==> src/rtl/yuv2rgb_csc.sv <==
module yuv2rgb_csc #(
  parameter int PIX_W  = 8,
  parameter int WORD_W = 16,
  parameter int FRAC_W = 8,
  parameter int NREG   = 8
) (
  input  logic                      clk,
  input  logic                      rst_n,
  input  logic                      cfg_we,
  input  logic [$clog2(NREG)-1:0]   cfg_addr,
  input  logic [WORD_W-1:0]         cfg_wdata,
  input  logic                      frame_start,
  input  logic                      in_valid,
  input  logic [PIX_W-1:0]          in_y,
  input  logic [PIX_W-1:0]          in_u,
  input  logic [PIX_W-1:0]          in_v,
  output logic                      out_valid,
  output logic [PIX_W-1:0]          out_r,
  output logic [PIX_W-1:0]          out_g,
  output logic [PIX_W-1:0]          out_b
);
  localparam int AW    = $clog2(NREG);
  localparam int ACC_W = 2 * PIX_W + 6;
  localparam int PMAX  = (1 << PIX_W) - 1;
  localparam int BIAS  = 1 << (PIX_W - 1);
  localparam logic [WORD_W-1:0] UNITY = WORD_W'(1 << FRAC_W);

  logic [WORD_W-1:0] sh_q [NREG];
  logic [WORD_W-1:0] sh_d [NREG];
  logic [WORD_W-1:0] act_q[NREG];

  always_comb
    for (int i = 0; i < NREG; i++)
      sh_d[i] = (cfg_we && cfg_addr == AW'(i)) ? cfg_wdata : sh_q[i];

  always_ff @(posedge clk)
    if (!rst_n) begin
      for (int i = 0; i < NREG; i++) begin
        sh_q[i]  <= (i == 1) ? UNITY : '0;
        act_q[i] <= (i == 1) ? UNITY : '0;
      end
    end else begin
      for (int i = 0; i < NREG; i++) begin
        sh_q[i] <= sh_d[i];
        if (frame_start) act_q[i] <= sh_d[i];
      end
    end

  function automatic logic signed [ACC_W-1:0] wide(input logic signed [10:0] x);
    return ACC_W'(x);
  endfunction

  function automatic logic [PIX_W-1:0] clip(input logic signed [ACC_W-1:0] x);
    if (x < 0) return '0;
    if (x > PMAX) return PIX_W'(PMAX);
    return x[PIX_W-1:0];
  endfunction

  logic signed [ACC_W-1:0] k_off, k_y, k_ur, k_vr, k_ug, k_vg, k_ub, k_vb;
  assign k_off = wide({{3{act_q[0][7]}}, act_q[0][7:0]});
  assign k_y   = wide({1'b0, act_q[1][9:0]});
  assign k_ur  = wide(act_q[2][10:0]);
  assign k_vr  = wide(act_q[3][10:0]);
  assign k_ug  = wide({act_q[4][9], act_q[4][9:0]});
  assign k_vg  = wide({act_q[5][9], act_q[5][9:0]});
  assign k_ub  = wide(act_q[6][10:0]);
  assign k_vb  = wide(act_q[7][10:0]);

  logic             s1_v;
  logic [PIX_W-1:0] s1_y, s1_u, s1_v_c;
  always_ff @(posedge clk)
    if (!rst_n) begin
      s1_v <= 1'b0;
      s1_y <= '0; s1_u <= '0; s1_v_c <= '0;
    end else begin
      s1_v <= in_valid;
      s1_y <= in_y; s1_u <= in_u; s1_v_c <= in_v;
    end

  logic signed [ACC_W-1:0] cb, cr, luma, lterm;
  assign cb    = ACC_W'(s1_u)   - ACC_W'(BIAS);
  assign cr    = ACC_W'(s1_v_c) - ACC_W'(BIAS);
  assign luma  = ACC_W'(clip(ACC_W'(s1_y) + k_off));
  assign lterm = luma * k_y;

  logic                    s2_v;
  logic signed [ACC_W-1:0] s2_r, s2_g, s2_b;
  always_ff @(posedge clk)
    if (!rst_n) begin
      s2_v <= 1'b0;
      s2_r <= '0; s2_g <= '0; s2_b <= '0;
    end else begin
      s2_v <= s1_v;
      s2_r <= lterm + cb * k_ur + cr * k_vr;
      s2_g <= lterm + cb * k_ug + cr * k_vg;
      s2_b <= lterm + cb * k_ub + cr * k_vb;
    end

  localparam logic signed [ACC_W-1:0] HALF = ACC_W'(1 << (FRAC_W - 1));
  always_ff @(posedge clk)
    if (!rst_n) begin
      out_valid <= 1'b0;
      out_r <= '0; out_g <= '0; out_b <= '0;
    end else begin
      out_valid <= s2_v;
      out_r <= clip((s2_r + HALF) >>> FRAC_W);
      out_g <= clip((s2_g + HALF) >>> FRAC_W);
      out_b <= clip((s2_b + HALF) >>> FRAC_W);
    end

  logic [1:0] age;
  always_ff @(posedge clk)
    if (!rst_n) age <= '0;
    else if (age != 2'd3) age <= age + 2'd1;

  AST_VALID_LATENCY: assert property (@(posedge clk) disable iff (!rst_n)
    (age == 2'd3) |-> (out_valid == $past(in_valid, 3)));

  for (genvar g = 0; g < NREG; g++) begin : g_chk
    AST_SHADOW_WRITE: assert property (@(posedge clk) disable iff (!rst_n)
      (cfg_we && cfg_addr == AW'(g)) |=> (sh_q[g] == $past(cfg_wdata)));
    AST_ACTIVE_HOLD: assert property (@(posedge clk) disable iff (!rst_n)
      !frame_start |=> $stable(act_q[g]));
    AST_ACTIVE_LOAD: assert property (@(posedge clk) disable iff (!rst_n)
      (frame_start && !cfg_we) |=> (act_q[g] == $past(sh_q[g])));
  end
endmodule

==> config.mk <==
export PLATFORM = sky130hd
export DESIGN_NAME = yuv2rgb_csc
export DESIGN_NICKNAME = d
export VERILOG_FILES = /design/src/rtl/yuv2rgb_csc.sv
export SDC_FILE = /design/constraint.sdc
export NUM_CORES = 2
export LEC_CHECK = 0
export BUFFER_PORTS_ARGS = -buffer_cell sky130_fd_sc_hd__buf_2
export CAP_MARGIN = 20
export CORE_MARGIN = 4
export CORE_UTILIZATION = 60
export DETAILED_ROUTE_END_ITERATION = 8
export PLACE_DENSITY = 0.88
export SYNTH_ARGS = -nofsm -noshare
export SYNTH_HDL_FRONTEND = slang
export SYNTH_SLANG_ARGS = --single-unit
==> constraint.sdc <==
create_clock -name clk -period 30.7 [get_ports clk]
set_clock_uncertainty 0.2 [all_clocks]
set_input_delay 1.535 -clock clk [delete_from_list [all_inputs] [get_ports clk]]
set_output_delay 1.535 -clock clk [all_outputs]
set_load 0.02 [all_outputs]
==> summary.txt <==
Run status
  • Status: complete, no violations

Die
  • Die Area: 62200 µm²
  • Core ar.: 57700 µm²
  • Starting density of the core: 0.606
  • Chip Width: 249 µm
  • Row cnt: 88
  • Die H: 249 µm
  • Ports: 73

Timing
  • Relative slew slack: 0.189
  • Setup violators final: 0
  • Unrepaired setup endpoints after global routing: false
  • Crit share post-route: 0.391
  • Post-route setup TNS: 0 ns
  • Least-Margin Pin Slew: 1.21 ns
  • Fin crit period: 12.00 ns
  • Hold slack: 0.239 ns
  • Max Clock Freq: 0.0834 GHz
  • Final hold violation count: 0
  • Fin. max-slew vios: 0

Clock network
  • Clock Tree Buf Depth: 3
  • Worst-path clk slew: 0.06 ns
  • Post_cts resized: 0
  • TritonCTS clock tree: yes
  • Post-CTS setup buffer count: 0
  • Hold_buf cts: 0
  • CTS Buf Count: 29
  • H-tree levels: 1
  • Clock Latency Late Sink: 0.60 ns
  • Clock root buffer: clkbuf_16
  • Clock Sink Count: 259

Power
  • P_int: 1.92 mW
  • Sw Share: 0.484
  • Comb pwr share: 0.777
  • Clock power frac: 0.099
  • Design Power: 3.72 mW
  • Sequential power share: 0.124
  • Peak supply drop: 0.140 mV
  • Pwr Density: 101 nW/µm²
  • Net load switching power: 1.80 mW
  • Leak pwr: 17.3 nW

Yosys
  • Top-area cell type share of the netlist area: 0.411
  • Synthesis warning total: 0
  • Synth Instances: 3595
  • Post-synthesis xor/xnor area fraction: 0.0258
  • Post-synthesis mux area share: 0.00147
  • Most used DFF post-synth: dfxtp_1
  • Post-Synth Simple-Gate Area: 0.153
  • Combinational family with the most area after synthesis: adder cells
  • Register bit total from synthesis: 259
  • Synth Area in Adders: 0.502
  • Ys async rst share: 0
  • Post-synth top area cell: fa_1
  • Syn Nets: 4615
  • Mapped cell area: 35000 µm²
  • Ranking of synthesized cells by area: fa_1 (41%), dfxtp_1 (10%), ha_1 (9.1%)
  • Avg Synthesized Cell Area: 9.72 µm²
  • Yosys cell types: 59
  • EDFF count, synth: 82
  • Synth Area in Compound Gates: 0.0510
  • Seq/Total Area, Yosys: 0.172

Finish
  • Final core utilization: 0.640
  • Leading cell type in the layout, fill and taps excluded: inv_1
  • Most frequent cells in the layout: inv_1 (734), fa_1 (717), nand2_1 (463)
  • Share of cells above drive strength 1: 0.0587
  • Fin nets: 4609
  • Area grow syn2layout: 5.67%

Worst setup path
  • CP max-delay cell: o41ai_1
  • Top cell by count, worst path: fa_1
  • Max stage delay on crit path: 0.63 ns
  • Peak fanout along the critical path: 10
  • Worst endpoint required time: 30.95 ns
  • WS Path Type: flip-flop to flip-flop
  • Crit. End Element: flip-flop
  • Arr. time, crit path: 12.25 ns
  • Critical path startpoint category: flip-flop

Place
  • Number of port buffers: 67
  • Dpl hpwl: 63.2 mm
  • Placer Congestion: 0.890

Drt
  • ANT nets after route: 0
  • # DRC: 0
  • Starting DRT DRC Count: 1810
  • Vias per cell: 5.63
  • Routed vias: 24667
  • Routed wire length per instance: 18.8 µm
  • Drt pass-1 iters: 5
  • Routed WL: 82.4 mm

Min path
  • Worst hold path class: flip-flop to flip-flop

Global routing
  • Vias in the first global route: 27659
  • Total grt overflow: 0
  • Initial antenna violation count: 3
  • Largest net degree at the start of global routing: 91
  • First-pass GRT wire length: 137 mm
  • Total Routing Usage GR: 0.274

Run
  • Max-Cap Viols: 0
[kinds of logic (layout without fill, tap and decap cells)]
kind of cell	Yosys count	after routing
other	0	3
muxes	5	5
buffers and inverters	870	887
and+or+nand+nor	1080	1080
adders and majority gates	972	972
DFF	259	259
xor gates and xnor gates	102	102
AOI/OAI and AO/OA	307	307
[worst paths after layout]
kind                        startpoint                    to  slack [ns]  cells after the start
max          act_q[0][1]$_SDFFCE_PN0P_   s2_b[21]$_SDFF_PN0_       18.70                     37
min reg2reg            s2_v$_SDFF_PN0_  out_valid$_SDFF_PN0_        0.24                      1
min                    s2_v$_SDFF_PN0_  out_valid$_SDFF_PN0_        0.24                      1
max reg2reg  act_q[0][1]$_SDFFCE_PN0P_   s2_b[21]$_SDFF_PN0_       18.70                     37
[Yosys cell counts (22+ instances only)]
cell type,number
a21o_1,23
a21oi_1,201
and2_1,296
clkbuf_1,111
dfxtp_1,177
edfxtp_1,82
fa_1,717
ha_1,255
inv_1,734
nand2_1,463
nand2b_1,63
nor2_1,88
nor2b_1,27
nor3_1,22
o21ai_0,22
or2_2,53
xnor2_1,73
xor2_1,28
[registers in the layout, summed over array words and instances, names as in the netlist]
signal / count
act_q: 82
sh_q: 82
s2_b: 15
s2_r: 15
s2_g: 14
out_b: 8
out_g: 8
out_r: 8
s1_u: 8
s1_v_c: 8
s1_y: 8
out_valid: 1
s1_v: 1
s2_v: 1
[per-stage QoR]
step / setup WS, ns / area (µm²) / instances
global placement: 18.96 / 35900 / 4321
finish: 18.70 / 36900 / 4380
floorplan: 20.30 / 35000 / 3595
global route: 18.25 / 36900 / 4380
CTS: 18.59 / 36900 / 4375
detailed placement: 18.74 / 35900 / 4321
[power by group through the flow]
stage / sequential (mW) / clock (mW) / combinational, mW
final: 0.462 / 0.368 / 2.89
after global routing: 0.468 / 0.388 / 3.30
after CTS: 0.461 / 0.374 / 2.89
after detailed placement: 0.468 / 0 / 2.85
after global placement: 0.466 / 0 / 2.71
after floorplan: 0.471 / 0 / 2.21
[final cells by class]
class	instances	area, µm²
multi-input cells	2466	25600
fillers	4268	20800
flip-flops and latches	259	6010
inverters	736	2760
well taps	765	957
clock buffers	34	766
repair buffers	97	573
clock inverters	20	241
diodes	3	7.51
[routing by layer]
layer	wire [µm]	vias to the layer above	global-route usage
met1	29200	12393	0.324
met3	6840	362	0.0549
met2	41200	1128	0.472
met4	5220	0	0.150
met5	0	-	0
li1	-	10784	-
[critical path: cells and delay by family, from the launching register on]
family | cells | cell delay (ns)
adder cells (fa/ha/maj) | 13 | 5.64
flip-flops | 1 | 0.39
AND/OR/NAND/NOR | 3 | 0.65
XOR/XNOR | 2 | 0.70
buffers and inverters | 6 | 0.66
AO/OA/AOI/OAI | 13 | 3.59
Note: power is estimated with default switching activity, not from simulation.
